--- config.mk ---
export PLATFORM = sky130hd
export DESIGN_NAME = dual_cmp_timer
export DESIGN_NICKNAME = d
export VERILOG_FILES = /design/src/rtl/dmt_pkg.sv /design/src/rtl/dmt_addr_decode.sv /design/src/rtl/dmt_channel.sv /design/src/rtl/dmt_status.sv /design/src/rtl/dual_cmp_timer.sv
export SDC_FILE = /design/constraint.sdc
export NUM_CORES = 1
export LEC_CHECK = 0
export BUFFER_PORTS_ARGS = -buffer_cell sky130_fd_sc_hd__buf_2
export CORE_ASPECT_RATIO = 0.6
export CORE_MARGIN = 5
export CORE_UTILIZATION = 45
export DETAILED_ROUTE_END_ITERATION = 8
export HOLD_SLACK_MARGIN = 0.12
export PLACE_DENSITY = 0.71
export SYNTH_ARGS = -nofsm -noshare
export SYNTH_HDL_FRONTEND = slang
export SYNTH_SLANG_ARGS = --single-unit
--- constraint.sdc ---
create_clock -name clk -period 2.2 [get_ports clk]
set_input_delay 0.33 -clock clk [delete_from_list [all_inputs] [get_ports clk]]
set_output_delay 0.33 -clock clk [all_outputs]
set_load 0.01 [all_outputs]
--- src/rtl/dmt_pkg.sv ---
package dmt_pkg;
  // control bits: [2] auto-stop, [1] interrupt enable, [0] count enable
  typedef struct packed {
    logic auto_stop;
    logic irq_en;
    logic cnt_en;
  } dmt_ctrl_t;

  localparam int unsigned CTRL_W     = $bits(dmt_ctrl_t);
  localparam int unsigned CTRL_BASE  = 'h00;
  localparam int unsigned MATCH_BASE = 'h18;
  localparam int unsigned COUNT_BASE = 'h48;
  localparam int unsigned STAT_ADDR  = 'h60;
  localparam int unsigned CH_STRIDE  = 4;
endpackage

--- src/rtl/dmt_addr_decode.sv ---
module dmt_addr_decode #(
  parameter int unsigned NUM_CH = 2,
  parameter int unsigned ADDR_W = 8
) (
  input  logic [ADDR_W-1:0] addr,
  output logic [NUM_CH-1:0] sel_ctrl,
  output logic [NUM_CH-1:0] sel_match,
  output logic [NUM_CH-1:0] sel_count,
  output logic              sel_stat,
  output logic              mapped
);
  import dmt_pkg::*;

  for (genvar i = 0; i < NUM_CH; i++) begin : g_sel
    assign sel_ctrl[i]  = (addr == ADDR_W'(CTRL_BASE  + CH_STRIDE * i));
    assign sel_match[i] = (addr == ADDR_W'(MATCH_BASE + CH_STRIDE * i));
    assign sel_count[i] = (addr == ADDR_W'(COUNT_BASE + CH_STRIDE * i));
  end

  assign sel_stat = (addr == ADDR_W'(STAT_ADDR));
  assign mapped   = (|sel_ctrl) | (|sel_match) | (|sel_count) | sel_stat;
endmodule

--- src/rtl/dmt_channel.sv ---
module dmt_channel #(
  parameter int unsigned DATA_W = 32
) (
  input  logic              clk,
  input  logic              rst,
  input  logic              wr_ctrl,
  input  logic              wr_match,
  input  logic              wr_count,
  input  logic [DATA_W-1:0] wdata,
  output dmt_pkg::dmt_ctrl_t ctrl_o,
  output logic [DATA_W-1:0] match_o,
  output logic [DATA_W-1:0] count_o,
  output logic              hit_o
);
  import dmt_pkg::*;

  dmt_ctrl_t         ctrl_q;
  logic [DATA_W-1:0] match_q;
  logic [DATA_W-1:0] count_q;

  assign hit_o = ctrl_q.cnt_en && (count_q == match_q);

  always_ff @(posedge clk) begin
    if (rst) begin
      ctrl_q  <= '0;
      match_q <= '0;
      count_q <= '0;
    end else begin
      if (wr_ctrl)
        ctrl_q <= dmt_ctrl_t'(wdata[CTRL_W-1:0]);
      else if (hit_o && ctrl_q.auto_stop)
        ctrl_q.cnt_en <= 1'b0;

      if (wr_match)
        match_q <= wdata;

      if (wr_count)
        count_q <= wdata;
      else if (ctrl_q.cnt_en)
        count_q <= count_q + 1'b1;
    end
  end

  assign ctrl_o  = ctrl_q;
  assign match_o = match_q;
  assign count_o = count_q;

  AST_CNT_HOLD: assert property (@(posedge clk) disable iff (rst)
    (!ctrl_q.cnt_en && !wr_count) |=> $stable(count_q));
  AST_CNT_STEP: assert property (@(posedge clk) disable iff (rst)
    (ctrl_q.cnt_en && !wr_count) |=> (count_q == DATA_W'($past(count_q) + 1'b1)));
  AST_CNT_LOAD: assert property (@(posedge clk) disable iff (rst)
    wr_count |=> (count_q == $past(wdata)));
  AST_AUTO_STOP: assert property (@(posedge clk) disable iff (rst)
    (hit_o && ctrl_q.auto_stop && !wr_ctrl) |=> !ctrl_q.cnt_en);
endmodule

--- src/rtl/dmt_status.sv ---
module dmt_status #(
  parameter int unsigned NUM_CH = 2
) (
  input  logic              clk,
  input  logic              rst,
  input  logic [NUM_CH-1:0] set_i,
  input  logic [NUM_CH-1:0] clr_i,
  output logic [NUM_CH-1:0] status_o
);
  logic [NUM_CH-1:0] pend_q;

  always_ff @(posedge clk) begin
    if (rst) pend_q <= '0;
    else     pend_q <= (pend_q & ~clr_i) | set_i;
  end

  assign status_o = pend_q;

  AST_SET_WINS: assert property (@(posedge clk) disable iff (rst)
    (set_i != '0) |=> ((pend_q & $past(set_i)) == $past(set_i)));
  AST_W1C_CLEARS: assert property (@(posedge clk) disable iff (rst)
    ((clr_i & ~set_i) != '0) |=> ((pend_q & $past(clr_i & ~set_i)) == '0));
  AST_ZERO_KEEPS: assert property (@(posedge clk) disable iff (rst)
    1'b1 |=> ((pend_q & ~$past(clr_i)) == ($past(pend_q | set_i) & ~$past(clr_i))));
endmodule

--- src/rtl/dual_cmp_timer.sv ---
module dual_cmp_timer #(
  parameter int unsigned NUM_CH = 2,
  parameter int unsigned DATA_W = 32,
  parameter int unsigned ADDR_W = 8
) (
  input  logic              clk,
  input  logic              rst,
  input  logic              wr_en,
  input  logic              rd_en,
  input  logic [ADDR_W-1:0] addr,
  input  logic [DATA_W-1:0] wdata,
  output logic [DATA_W-1:0] rdata,
  output logic [NUM_CH-1:0] irq_o
);
  import dmt_pkg::*;

  logic [NUM_CH-1:0] sel_ctrl, sel_match, sel_count;
  logic              sel_stat, mapped;
  logic [NUM_CH-1:0] hit_w, status_w, clr_w;
  dmt_ctrl_t         ctrl_w  [NUM_CH];
  logic [DATA_W-1:0] match_w [NUM_CH];
  logic [DATA_W-1:0] count_w [NUM_CH];
  logic [DATA_W-1:0] rd_mux;
  logic [DATA_W-1:0] rdata_q;

  dmt_addr_decode #(.NUM_CH(NUM_CH), .ADDR_W(ADDR_W)) u_dec (
    .addr(addr), .sel_ctrl(sel_ctrl), .sel_match(sel_match),
    .sel_count(sel_count), .sel_stat(sel_stat), .mapped(mapped)
  );

  for (genvar i = 0; i < NUM_CH; i++) begin : g_ch
    dmt_channel #(.DATA_W(DATA_W)) u_ch (
      .clk(clk), .rst(rst),
      .wr_ctrl(wr_en && sel_ctrl[i]),
      .wr_match(wr_en && sel_match[i]),
      .wr_count(wr_en && sel_count[i]),
      .wdata(wdata),
      .ctrl_o(ctrl_w[i]), .match_o(match_w[i]), .count_o(count_w[i]),
      .hit_o(hit_w[i])
    );
    assign irq_o[i] = status_w[i] & ctrl_w[i].irq_en;
  end

  assign clr_w = (wr_en && sel_stat) ? wdata[NUM_CH-1:0] : '0;

  dmt_status #(.NUM_CH(NUM_CH)) u_stat (
    .clk(clk), .rst(rst), .set_i(hit_w), .clr_i(clr_w), .status_o(status_w)
  );

  always_comb begin
    rd_mux = '0;
    for (int i = 0; i < NUM_CH; i++) begin
      if (sel_ctrl[i])  rd_mux = {{(DATA_W-CTRL_W){1'b0}}, ctrl_w[i]};
      if (sel_match[i]) rd_mux = match_w[i];
      if (sel_count[i]) rd_mux = count_w[i];
    end
    if (sel_stat) rd_mux = {{(DATA_W-NUM_CH){1'b0}}, status_w};
  end

  always_ff @(posedge clk) begin
    if (rst)        rdata_q <= '0;
    else if (rd_en) rdata_q <= rd_mux;
  end

  assign rdata = rdata_q;

  AST_UNMAPPED_READ: assert property (@(posedge clk) disable iff (rst)
    (rd_en && !mapped) |=> (rdata == '0));
  AST_IRQ_NEEDS_PEND: assert property (@(posedge clk) disable iff (rst)
    $rose(irq_o[0]) |-> status_w[0]);
endmodule

==> results of run 1 <==
==> cell usage after synthesis (16+ instances only) <==
cell	count
nor4_1	16
buf_2	19
dfxtp_1	168
nand3_1	35
nand4_1	32
xnor2_1	91
inv_1	16
a211oi_1	65
a21o_1	18
o21ai_0	50
a222oi_1	19
a21oi_1	71
clkbuf_1	60
nand2_1	176
nor2_1	89
mux2i_1	27
xor2_1	29
==> worst min-delay path by stage <==
stage                               endpoint  slack (ps)  cells after the start
detailed placement                 rdata[24]         440                      2
CTS                 g_ch[0].u_ch.match_o[29]         160                      3
finish              g_ch[0].u_ch.match_o[29]         170                      3
global placement                    rdata[3]         430                      2
floorplan             g_ch[0].u_ch.ctrl_o[1]         440                      2
global route        g_ch[0].u_ch.match_o[29]         170                      3
==> through the flow <==
| step | std cells | hold WS [ps] | setup slack, ps |
|---|---|---|---|
| floorplan | 1084 | 440 | 206 |
| global placement | 1430 | 431 | 91.0 |
| detailed placement | 1430 | 439 | 54.2 |
| CTS | 1462 | 164 | 135 |
| global route | 1463 | 166 | -41.5 |
| finish | 1464 | 171 | 64.4 |
==> layer usage <==
metal	vias to the layer above	global-route usage [%]	share of wire, %
li1	4053	-	-
met1	4157	43.6	46
met2	555	35.2	37
met3	40	13.0	16
met4	0	4.93	1.1
met5	-	0	0
==> layout make-up <==
class | instances | share of cell area [%]
Multi-Input combinational cell | 814 | 47.3
Sequential cell | 168 | 31.7
Timing Repair Buffer | 167 | 11.2
Clock buffer | 22 | 4.47
Tap cell | 266 | 3.14
Clock inverter | 10 | 1.57
Inverter | 16 | 0.566
Antenna cell | 1 | 0.0236
==> sequential cells by signal, indices dropped and copies added, names as in the netlist <==
name / cells
g_ch.u_ch.count_o: 64
g_ch.u_ch.ctrl_o: 6
g_ch.u_ch.match_o: 64
rdata: 32
u_stat.status_o: 2
==> timing repair <==
action	in CTS	in global routing
setup buffers	0	1
endpoints found under the setup margin	0	5
resized for setup	0	3
hold endpoints to repair	0	0
==> kinds of logic (layout without fill, tap and decap cells) <==
group | Yosys count | after routing
and+or+nand+nor | 413 | 413
AOI/OAI and AO/OA | 252 | 252
DFF | 168 | 168
xor gates and xnor gates | 120 | 120
buffers and inverters | 102 | 215
muxes | 27 | 27
adders and majority gates | 2 | 2
other | 0 | 1
==> report_power, final <==
group	switching, W	internal [W]	leakage [nW]
combinational	0.000259	0.000135	2.19
sequential	0.0000188	0.00306	1.36
clock	0.00128	0.00200	0.307
==> worst max-delay path: cells and delay by family (launching register included) <==
family,cells,cell delay (ps)
flops,1,530
compound gates,1,250
xor+xnor,1,110
simple gates,3,1140
==> cells in the final DEF, fill, tap and decap left out, types with 14 or more instances in the layout <==
| master | n |
|---|---|
| nand2_1 | 176 |
| dfxtp_1 | 167 |
| xnor2_1 | 91 |
| nor2_1 | 89 |
| buf_4 | 81 |
| buf_2 | 76 |
| a21oi_1 | 71 |
| a211oi_1 | 65 |
| o21ai_0 | 50 |
| nand3_1 | 33 |
| nand4_1 | 32 |
| xor2_1 | 29 |
| mux2i_1 | 27 |
| a222oi_1 | 19 |
| a21o_1 | 18 |
| clkbuf_16 | 17 |
| inv_1 | 16 |
| and3_1 | 14 |
| nor4_1 | 14 |
==> impl_results.md, run 1 <==
* Netlist cell types at 51
* PortBufs at 77
* Worst Setup End Kind: flop
* Hold Crit Class: in -> reg
* Sequential element share of the synthesized area at 38.3%
* Area grow syn2layout at 20.8%
* Die Y at 118 um
* Post-synth EDFFs at 0
* R2R setup slack at 60 ps
* Synth area leaders: dfxtp_1 (38%), xnor2_1 (9.1%), nand2_1 (7.5%)
* Post-route setup TNS at 0 ps
* Post-synthesis cell area at 0.00878 sq mm
* Top-area cell type share of the netlist area at between 30% and 40%
* Final core occ at between 50% and 60%
* Max Cap Viol at 0
* Crit-path max cell delay at approximately 530 ps
* Post-synthesis adder-cell area fraction at 0.285%
* Min Tclk post-route at between 2000 and 2500 ps
* Asr flop ratio synth at 0%
* Vias in the first global route at around 8100
* Largest family of logic cells by synthesized area: simple AND/OR/NAND/NOR gates
* Clk_skew at 14.9 ps
* Post-route design area at about 0.011 sq mm
* Top cell type by total area after synthesis: dfxtp_1
* Dpl cell area at 0.00995 sq mm
* Fin crit share at 97.1%
* Die area at 0.0225 sq mm
* Post-Synth XOR/XNOR Area at 12.0%
* CP max-delay cell: dfxtp_1
* CP arrival at 2470 ps
* Wire per inst at 21.8 um
* Crit Reg-Reg Endpoint: g_ch[0].u_ch.count_o[21]
* Fmax at 468 MHz
* Clock Path Buffers at 2
* Final setup violation count at 0
* Dominant synthesized flop cell: dfxtp_1
* IO Pins at 78
* Slew Limit Fails at 0
* RePlAce Congestion at 1.03
* Mux cell area share after synthesis at between 3 and 4%
* Core ar. at 0.0191 sq mm
* Fill count at 1762
* Max H-tree Level at 4
* First-pass GRT wire length at 49.1 mm
* Reg area at 0.00336 sq mm
* Hold-fix buffers, CTS at 0
* Crit path capture: g_ch[0].u_ch.count_o[21]
* YS warnings at 0
* CTS sink count at 168
* DRC viols at 0
* Worst hold start: wdata[29]
* CTS buffer count at 17
* PD cells at about 640 mW/mm^2
* Layout cell share with drive strength beyond 1 at 18.0%
* Critical path type: reg -> reg
* Worst vdd ir at 0.508 mV
* Reg-to-reg startpoint: g_ch[0].u_ch.count_o[16]
* TritonCTS clock tree: yes
* Critical Path Source Type: flop
* Tot GR Track Use at about 28%
* Routed Antenna Nets at 0
* Syn nets at 1130
* Yosys reg bits at 168
* Clk slew on worst S/H paths at 70 ps
* Leakage power at 3.85 nW
* Total iterations of the first detailed-routing run at 9
* Required @ worst endpoint at 2530 ps
* Synth Area in Simple Gates at 22.5%
* CTS Root Cell: clkbuf_16
* Setup repair after global routing missed its margin: true
* Tot Pwr at slightly below 0.007 W
* Std-Cell Rows at 39
* Initial antenna violation count at 0
* Outcome: completed
* Skew-Pair Late Insertion Delay at 430 ps
* Wirelength, routed at 31.9 mm
* Slew headroom at 52.9%
* Violation count after the first detailed-route iteration at roughly 1500
* DP HPWL at 23.2 mm
* Worst reg2reg path depth at 5
* DR vias at 8805
* Starting Density at between 40% and 50%
* Die width at about 190 um
* Area of the multi-input gates at 0.00502 sq mm
* Cell count after synthesis at 1084
* Vias per Instance at 6.01
* Pin count of the biggest net entering global routing at 65
* Worst setup startpoint: g_ch[0].u_ch.count_o[16]
* CP max FO at 9
* Net count reported at finish at 1230
* Slew of the pin with the lowest slew margin at ~710 ps
* Fin. Hold Viols at 0
* Mean area per synthesized cell at roughly 8.1 sq um
* Overflow after GRT at 0
* Complex-gate fraction of the synthesized area at 19.1%
* CP cell instances: and4_1 > nand3_1 > nor4_1 > xnor2_1 > a211oi_1
Note: power is estimated with default switching activity, not from simulation.
==> inputs of run 2 (changes only) <==
Settings changed: CORE_MARGIN 5 to 1.
==> impl_results.md, run 2 (same netlist as run 1, synthesis figures left out) <==
* Outcome: completed
* Most frequent cells in the layout: nand2_1 (176), dfxtp_1 (168), xnor2_1 (91), nor2_1 (89), buf_4 (81)
* TritonCTS clock tree: yes
* Hold-fix buffers, CTS at 0 (unchanged)
* Worst reg2reg path depth at 6 (+1)
* Critical path type: reg -> reg
* Overflow after GRT at 0 (unchanged)
* Initial antenna violation count at 1 (+1)
* Fill count at 1779 (+0.96%)
* Slew headroom at 63.9% (+11 points)
* DP HPWL at 22.9 mm (-1.2%)
* Clock Path Buffers at 2 (unchanged)
* CP max FO at 4 (-5)
* Wire per inst at 21.8 um (-0.17%)
* Worst vdd ir at 0.588 mV (+16%)
* Clk slew on worst S/H paths at 60 ps (about the same)
* CP arrival at 2450 ps (-20 ps)
* Clk_skew at 17.3 ps (+2.36 ps)
* CP cell instances: xnor2_1 > nand4_1 > nor4_1 > buf_4 > nand4_1 > a311o_1
* R2R setup slack at 90 ps (+20 ps)
* Total iterations of the first detailed-routing run at 9 (unchanged)
* Worst hold start: wdata[24]
* Routed Antenna Nets at 0 (unchanged)
* Final core occ at 55.5% (-0.11 points)
* DR vias at 8892 (+0.99%)
* Starting Density at 46.0% (unchanged)
* CP dominant cell by count: nand4_1
* Leakage power at 3.86 nW (about the same)
* Vias in the first global route at 8017 (-0.82%)
* Dpl cell area at 0.00997 sq mm (+0.20%)
* Reg-to-reg startpoint: g_ch[0].u_ch.count_o[3]
* Wirelength, routed at 31.9 mm (-0.17%)
* Violation count after the first detailed-route iteration at 1481 (-2.0%)
* Area grow syn2layout at 20.6%
* Layout cell share with drive strength beyond 1 at 17.9% (-0.17 points)
* RePlAce Congestion at 0.985 (-4.0%)
* Post-route setup TNS at 0 ps (unchanged)
* Die area at 0.0201 sq mm (-11%)
* First-pass GRT wire length at 48.5 mm (-1.3%)
* Worst Setup End Kind: flop
* Fin crit share at 96.0% (-1.1 points)
* Crit-path max cell delay at 430 ps (-100 ps)
* Std-Cell Rows at 39 (unchanged)
* Slew of the pin with the lowest slew margin at 542 ps (-165 ps)
* Fin. Hold Viols at 0 (unchanged)
* Commonest non-fill, non-tap cell in the layout: nand2_1
* DRC viols at 0 (unchanged)
* Max Cap Viol at 0 (unchanged)
* Setup repair after global routing missed its margin: false
* PD cells at 630 mW/mm^2 (-1.1%)
* CTS Root Cell: clkbuf_16
* Max H-tree Level at 4 (unchanged)
* CP max-delay cell: xnor2_1
* Worst hold endpoint: g_ch[1].u_ch.match_o[24]
* Hold Crit Class: in -> reg
* Slew Limit Fails at 0 (unchanged)
* PortBufs at 77 (unchanged)
* Crit Reg-Reg Endpoint: g_ch[0].u_ch.ctrl_o[0]
* Min Tclk post-route at 2110 ps (-23.1 ps)
* Die Y at 110 um (-6.8%)
* Tot GR Track Use at 32.7% (+4.6 points)
* Skew-Pair Late Insertion Delay at 450 ps (+20 ps)
* Die width at 182 um (-4.2%)
* Core ar. at 0.0191 sq mm (unchanged)
* Net count reported at finish at 1231 (+0.081%)
* Pin count of the biggest net entering global routing at 54 (-17%)
* Post-route design area at 0.0106 sq mm (-0.20%)
* Vias per Instance at 6.07 (+0.99%)
* CTS buffer count at 17 (unchanged)
* CTS sink count at 168 (unchanged)
* Critical Path Source Type: flop
* IO Pins at 78 (unchanged)
* Final setup violation count at 0 (unchanged)
* Worst hold slack at 156 ps (-15.6 ps)
* Fmax at 473 MHz (+1.1%)
* Hold Crit Depth at 3 (unchanged)
* Required @ worst endpoint at 2530 ps (about the same)
[run 2: critical path: cells and delay by family (launching register included)]
kind | cells | cell delay [ps]
flops | 1 | 420
compound gates | 1 | 360
xor+xnor | 1 | 430
buf+inv | 1 | 180
simple gates | 3 | 610
[run 2: where the power goes]
part           switching (W)  leakage (nW)  total (W)  internal (W)
combinational       0.000265          2.20   0.000403      0.000138
clock                0.00128         0.303    0.00318       0.00190
sequential         0.0000203          1.36    0.00308       0.00306
[run 2: layer usage]
metal | global-route usage, % | share of wire [%]
met5 | 2.00 | 0.15
met4 | 6.12 | 0.94
met3 | 14.3 | 16
met2 | 43.0 | 37
met1 | 48.1 | 46
[run 2: final cells by class]
type	instances	area (sq um)	share of cell area [%]
multi-input cells	814	5020	47.4
flip-flops and latches	168	3360	31.8
repair buffers	168	1210	11.4
clock buffers	23	488	4.61
well taps	266	333	3.14
clock inverters	8	119	1.12
inverters	16	60.1	0.567
diodes	1	2.50	0.0236
[run 2: what timing repair did]
item	CTS	global route
endpoints found under the hold margin	0	0
setup endpoints to repair	0	3
gates resized for setup	0	1
buffers inserted	0	1
[run 2: metrics by stage]
stage / worst slack (ps) / cells / power [W]
6_report: 87.5 / 1464 / 0.00667
5_1_grt: 37.6 / 1463 / 0.00682
4_1_cts: 127 / 1462 / 0.00666
3_5_place_dp: 16.0 / 1431 / 0.00354
3_3_place_gp: 61.2 / 1431 / 0.00354
2_1_floorplan: 206 / 1084 / 0.00333
[run 2: how the worst max path moves through the flow]
stage	startpoint	end	slack [ps]	cells past startpoint
floorplan	addr[2]	g_ch[0].u_ch.ctrl_o[0]	210	6
global placement	addr[5]	g_ch[1].u_ch.match_o[28]	60	8
detailed placement	addr[7]	rdata[29]	20	8
CTS	g_ch[1].u_ch.count_o[5]	g_ch[1].u_ch.count_o[31]	130	6
global route	g_ch[1].u_ch.count_o[8]	g_ch[1].u_ch.count_o[31]	40	6
finish	g_ch[0].u_ch.count_o[3]	g_ch[0].u_ch.ctrl_o[0]	90	6
